File: config.mk
export PLATFORM = sky130hd
export DESIGN_NAME = rxAlarmStatus
export DESIGN_NICKNAME = d
export VERILOG_FILES = /design/src/rtl/alarmPkg.sv /design/src/rtl/satCounter.sv /design/src/rtl/alarmCtrl.sv /design/src/rtl/alarmDatapath.sv /design/src/rtl/rxAlarmStatus.sv
export SDC_FILE = /design/constraint.sdc
export NUM_CORES = 1
export LEC_CHECK = 0
export ABC_CLOCK_PERIOD_IN_PS = 4300
export BUFFER_PORTS_ARGS = -buffer_cell sky130_fd_sc_hd__buf_2
export CORE_MARGIN = 2
export CORE_UTILIZATION = 35
export CTS_CLUSTER_DIAMETER = 150
export CTS_CLUSTER_SIZE = 16
export DETAILED_ROUTE_END_ITERATION = 10
export GPL_TIMING_DRIVEN = 0
export RECOVER_POWER = 100
export SKIP_CTS_REPAIR_TIMING = 1
export SYNTH_ARGS = -nofsm -noshare
export SYNTH_HDL_FRONTEND = slang
export SYNTH_HIERARCHICAL = 1
export SYNTH_SLANG_ARGS = --single-unit
export TNS_END_PERCENT = 5
File: constraint.sdc
create_clock -name clk -period 4.3 [get_ports clk]
set_clock_uncertainty 0.1 [all_clocks]
set_input_delay 0.215 -clock clk [delete_from_list [all_inputs] [get_ports clk]]
set_output_delay 0.215 -clock clk [all_outputs]
set_load 0.01 [all_outputs]
File: src/rtl/alarmPkg.sv
package alarmPkg;
  typedef struct packed {
    logic ldMask;
    logic ldBv;
    logic ldErrA;
    logic ldErrB;
    logic rdClear;
  } hostStrobes_t;

  localparam logic [1:0] ADDR_MASK = 2'd0;
  localparam logic [1:0] ADDR_BV   = 2'd1;
  localparam logic [1:0] ADDR_ERRA = 2'd2;
  localparam logic [1:0] ADDR_ERRB = 2'd3;
endpackage

File: src/rtl/satCounter.sv
module satCounter #(
  parameter int W = 8
) (
  input  logic         clk,
  input  logic         rstN,
  input  logic         load,
  input  logic [W-1:0] loadVal,
  input  logic         inc,
  output logic [W-1:0] count,
  output logic         fullNext
);
  localparam logic [W-1:0] FULL = {W{1'b1}};

  logic [W-1:0] countNext;

  always_comb begin
    countNext = count;
    if (load)                    countNext = loadVal;
    else if (inc && count != FULL) countNext = count + 1'b1;
  end

  assign fullNext = (countNext == FULL);

  always_ff @(posedge clk) begin
    if (!rstN) count <= '0;
    else       count <= countNext;
  end

  // a full counter never wraps
  p_hold_full_r5: assert property (@(posedge clk) disable iff (!rstN)
    (count == FULL && !load) |=> (count == FULL));

  // preset beats a coincident event
  p_load_wins_r8: assert property (@(posedge clk) disable iff (!rstN)
    load |=> (count == $past(loadVal)));
endmodule

File: src/rtl/alarmCtrl.sv
module alarmCtrl
  import alarmPkg::*;
(
  input  logic         clk,
  input  logic         rstN,
  input  logic         statusRd,
  input  logic         burstRd,
  input  logic         wrEn,
  input  logic [1:0]   wrAddr,
  output hostStrobes_t strobes
);
  always_comb begin
    strobes.ldMask  = wrEn && (wrAddr == ADDR_MASK);
    strobes.ldBv    = wrEn && (wrAddr == ADDR_BV);
    strobes.ldErrA  = wrEn && (wrAddr == ADDR_ERRA);
    strobes.ldErrB  = wrEn && (wrAddr == ADDR_ERRB);
    strobes.rdClear = statusRd && !burstRd;
  end

  // a write targets at most one register
  p_one_target_r11: assert property (@(posedge clk) disable iff (!rstN)
    $onehot0({strobes.ldMask, strobes.ldBv, strobes.ldErrA, strobes.ldErrB}));
endmodule

File: src/rtl/alarmDatapath.sv
module alarmDatapath
  import alarmPkg::*;
#(
  parameter int RT_N  = 6,
  parameter int BV_W  = 8,
  parameter int ERR_W = 4,
  parameter int WR_W  = 8
) (
  input  logic                  clk,
  input  logic                  rstN,
  input  hostStrobes_t          strobes,
  input  logic [WR_W-1:0]       wrData,
  input  logic [RT_N-1:0]       alarmLevel,
  input  logic                  bvEvent,
  input  logic [1:0]            errEvent,
  output logic [RT_N+1:0]       statusByte,
  output logic [BV_W-1:0]       bvCount,
  output logic [ERR_W-1:0]      errCountA,
  output logic [ERR_W-1:0]      errCountB,
  output logic                  irq
);
  localparam int ST_W = RT_N + 2;

  logic [ST_W-1:0]  mask, maskNext, statusNext;
  logic [RT_N-1:0]  condPrev, rtFlags, rtNext, rising;
  logic             bvFullNext, bvSatQ, errSatQ;
  logic [1:0]       errFullNext, errLoad;
  logic [ERR_W-1:0] errCount [2];

  assign rising = alarmLevel & ~condPrev;

  genvar i;
  generate
    for (i = 0; i < RT_N; i++) begin : g_rt
      always_comb begin
        rtNext[i] = rtFlags[i];
        if (strobes.rdClear && !alarmLevel[i]) rtNext[i] = 1'b0;
        if (rising[i])                         rtNext[i] = 1'b1;
      end
    end
  endgenerate

  satCounter #(.W(BV_W)) uBv (
    .clk(clk), .rstN(rstN), .load(strobes.ldBv), .loadVal(wrData[BV_W-1:0]),
    .inc(bvEvent), .count(bvCount), .fullNext(bvFullNext)
  );

  assign errLoad = {strobes.ldErrB, strobes.ldErrA};

  genvar g;
  generate
    for (g = 0; g < 2; g++) begin : g_err
      satCounter #(.W(ERR_W)) uErr (
        .clk(clk), .rstN(rstN), .load(errLoad[g]), .loadVal(wrData[ERR_W-1:0]),
        .inc(errEvent[g]), .count(errCount[g]), .fullNext(errFullNext[g])
      );
    end
  endgenerate

  assign errCountA = errCount[0];
  assign errCountB = errCount[1];

  assign maskNext   = strobes.ldMask ? wrData[ST_W-1:0] : mask;
  assign statusNext = {bvFullNext, |errFullNext, rtNext};

  always_ff @(posedge clk) begin
    if (!rstN) begin
      mask     <= '0;
      condPrev <= '0;
      rtFlags  <= '0;
      bvSatQ   <= 1'b0;
      errSatQ  <= 1'b0;
      irq      <= 1'b0;
    end else begin
      mask     <= maskNext;
      condPrev <= alarmLevel;
      rtFlags  <= rtNext;
      bvSatQ   <= bvFullNext;
      errSatQ  <= |errFullNext;
      irq      <= |(statusNext & maskNext);
    end
  end

  assign statusByte = {bvSatQ, errSatQ, rtFlags};

  // a rising condition leaves its flag set
  p_rise_sets_r2: assert property (@(posedge clk) disable iff (!rstN)
    (rising != '0) |=> ((rtFlags & $past(rising)) == $past(rising)));

  // a read never clears a flag whose condition is live
  p_live_kept_r3: assert property (@(posedge clk) disable iff (!rstN)
    strobes.rdClear |=>
      ((rtFlags & $past(rtFlags & alarmLevel)) == $past(rtFlags & alarmLevel)));

  // without a clearing read no real-time flag drops
  p_no_clear_r4: assert property (@(posedge clk) disable iff (!rstN)
    !strobes.rdClear |=> ((rtFlags & $past(rtFlags)) == $past(rtFlags)));

  // saturation flag survives unless the counter is preset
  p_sat_sticky_r7: assert property (@(posedge clk) disable iff (!rstN)
    (statusByte[ST_W-1] && !strobes.ldBv) |=> statusByte[ST_W-1]);

  // interrupt only from an enabled flag
  p_irq_masked_r9: assert property (@(posedge clk) disable iff (!rstN)
    irq |-> ((statusByte & mask) != '0));
endmodule

File: src/rtl/rxAlarmStatus.sv
module rxAlarmStatus
  import alarmPkg::*;
#(
  parameter int RT_N  = 6,
  parameter int BV_W  = 8,
  parameter int ERR_W = 4,
  parameter int WR_W  = 8
) (
  input  logic             clk,
  input  logic             rstN,
  input  logic [RT_N-1:0]  alarmLevel,
  input  logic             bvEvent,
  input  logic [1:0]       errEvent,
  input  logic             statusRd,
  input  logic             burstRd,
  input  logic             wrEn,
  input  logic [1:0]       wrAddr,
  input  logic [WR_W-1:0]  wrData,
  output logic [RT_N+1:0]  statusByte,
  output logic [BV_W-1:0]  bvCount,
  output logic [ERR_W-1:0] errCountA,
  output logic [ERR_W-1:0] errCountB,
  output logic             irq
);
  hostStrobes_t strobes;

  alarmCtrl uCtrl (
    .clk(clk), .rstN(rstN), .statusRd(statusRd), .burstRd(burstRd),
    .wrEn(wrEn), .wrAddr(wrAddr), .strobes(strobes)
  );

  alarmDatapath #(.RT_N(RT_N), .BV_W(BV_W), .ERR_W(ERR_W), .WR_W(WR_W)) uDp (
    .clk(clk), .rstN(rstN), .strobes(strobes), .wrData(wrData),
    .alarmLevel(alarmLevel), .bvEvent(bvEvent), .errEvent(errEvent),
    .statusByte(statusByte), .bvCount(bvCount), .errCountA(errCountA),
    .errCountB(errCountB), .irq(irq)
  );
endmodule

==> impl_metrics.ini <==
[status]
status = finished clean

[detailed_routing]
via_count = 1671
ant_nets = 0
wire_per_inst_um = 13.05
drt_iter0_markers = 95
wirelength_um = 4386
dr.pass1.iters = 4
drc_errors = 0
viasPerCell = 4.973

[clocking]
clock-sinks = 39
cts.path.max_buffers = 2
clk_pin_slew_worst_paths_ps = 80
htree_levels = 2
cts_tree = built
cts-root-buf = clkbuf_8
cts_buffers = 5
clk_latency_ps = 290

[timing]
period_minus_slack_ps = 2555
slew_headroom = 0.5512
fmax_ghz = 0.3915
worst_pin_slew_ps = 673.2
worst_hold_slack_ps = 35.13
finalHoldViolCount = 0
finalSetupViolCount = 0
slew_viol_final = 0
rsz0062_at_grt = false
finalSetupTns_ps = 0
period_share = 0.5941

[layout]
area_growth_pct = 17.49
stdcell_count = 336
layout.nets = 292
final_util = 0.4327
drive_above_1_share = 0.1692
antenna_cells = 0

[placed_design]
dp.cells = 328
dp_hpwl_um = 3257
io_buffers = 48
place.gp.congestion = 0.8255

[global_routing]
overflow = 0
grt_usage = 0.1522
grt_max_degree = 16
grt_antenna_before_repair = 0
grt_pass1_vias = 1570
grt_first_pass_wirelength_um = 7341

[yosys]
synth_top_family_by_area = simple AND/OR/NAND/NOR gates
synth.area.top_cells = dfxtp_1, nor2_1, a21oi_1, mux2i_1, and2_1
synth_edf_count = 0
synth_mux_area_frac = 0.04961
synthDistinctLibCells = 51
synth-seq-area-share = 0.4073
async_flop_share = 0
yosysTopAreaCell = dfxtp_1
synth-compound-area-share = 0.1723
synthSimpleGateAreaFrac = 0.3087
syn_nets = 237
netlist_area_sq_um = 1917
synth.top_cell.area_share = 0.4073
avgSynthCellArea_sq_um = 9.128
ys_ff_latch = 39
syn_inst = 210
synth-xor-area-share = 0.004569
synthFlopType = dfxtp_1
yosysWarnings = 6
synthAdderAreaFrac = 0.01958

[die]
start_util = 0.3683
rows = 26
core-area_sq_um = 5205
die_w_um = 78.01
die_area_sq_um = 6085
ios = 49
die_y_um = 78.01

[pwr]
power_density_nw_per_um2 = 343.1
leakagePower_nw = 0.9020
vdd_drop_max_mv = 0.1290

[critical_path]
crit_path_max_fanout = 5
crit_required_ps = 4440
worstPathArrival_ps = 2690
end_kind = flip-flop
path_class = reg -> reg
cp-start-kind = flip-flop
regToRegSetupSlack_ps = 1750

[run]
drv_cap = 0

[hold_path]
hold_class = in -> reg
-- cell families after synthesis --
kind of cell | after synthesis
buf+inv | 15
mux | 9
fa+ha+maj | 3
simple gates | 99
flops | 39
compound gates | 44
xor+xnor | 1
-- cells in the mapped netlist (2+ instances only) --
cell,n
and4b_1,4
nor3_2,2
a21oi_1,18
o22ai_1,4
ha_1,3
nand3_2,2
a2111oi_2,2
and3b_1,2
o221ai_1,2
buf_4,2
nor2_1,34
a31o_2,2
nand3b_1,2
nor4_2,2
inv_1,9
nand2b_1,8
nand4_1,4
o31a_1,3
nand3_1,2
nand2_1,7
a21boi_1,2
and3_1,2
o31ai_2,2
dfxtp_1,39
and2b_1,4
nor2b_1,3
and4_1,3
and2_2,2
mux2i_1,8
and2_1,10
-- metal layers --
| layer | track usage | share of wire |
|---|---|---|
| met1 | 0.2073 | 0.51 |
| met2 | 0.2345 | 0.43 |
| met3 | 0.03372 | 0.053 |
| met5 | 0 | 0 |
| met4 | 0.05789 | 0.011 |
-- placed cells by master, fill, tap and decap left out, types with 3 or more instances in the layout --
cell / count
and2_1: 5
nor2b_1: 3
and4_1: 4
ha_1: 3
a21oi_1: 18
nor2_1: 34
mux2i_1: 8
o31a_1: 3
and4b_1: 4
clkbuf_8: 6
clkbuf_1: 28
nand2_1: 7
o22ai_1: 4
nand2b_1: 8
buf_2: 23
and2_0: 5
nand3_1: 4
nand4_1: 4
and2b_1: 4
o31ai_1: 3
dfxtp_1: 39
nor3_1: 3
o221ai_1: 3
inv_1: 9
-- registers in the layout, indices dropped and copies added, names as in the netlist --
| register | flops |
|---|---|
| uDp/irq | 1 |
| uDp/rtFlags | 6 |
| uDp/g_err.uErr/count | 8 |
| uDp/bvSatQ | 1 |
| uDp/uBv/count | 8 |
| uDp/mask | 8 |
| uDp/condPrev | 6 |
| uDp/errSatQ | 1 |
-- worst max-delay path, cell delays in order, from the launching register on --
cell,delay [ps]
dfxtp_1,400
ha_1,260
nand3_1,150
o21ai_0,380
xor2_1,150
a2111oi_0,480
and4_1,310
nand2_2,60
o221ai_1,70
o41a_1,150
-- metrics by stage --
stage          power (W)  area, sq um  setup WS [ps]
5_1_grt        0.0008195         2252           1470
3_3_place_gp   0.0005278         2245           1908
4_1_cts        0.0007951         2344           1896
6_report       0.0007726         2252           1746
3_5_place_dp   0.0005285         2245           1920
2_1_floorplan  0.0004795         1917           2038
-- power breakdown --
| group | total (W) | switching, W | internal (W) |
|---|---|---|---|
| Clock | 0.000261 | 0.000131 | 0.000131 |
| Sequential | 0.000398 | 0.0000161 | 0.000382 |
| Combinational | 0.000113 | 0.0000646 | 0.0000485 |
-- worst paths after layout --
path,start,end,depth (start not counted)
min,alarmLevel[5],uDp/condPrev[5],2
max,uDp/uBv/count[0],uDp/irq,9
max reg2reg,uDp/uBv/count[0],uDp/irq,9
min reg2reg,uDp/mask[5],uDp/mask[5],2
-- area by class of cell --
type                    instances  area, sq um
multi-input cells             156         1012
repair buffers                 48        207.7
plain buffers                   5        27.53
fillers                       545         2953
clock buffers                   6        82.58
clock inverters                 2        16.27
flip-flops and latches         39        780.7
well taps                      70        87.58
inverters                      10        37.54
Power figures use the tool's default switching activity.
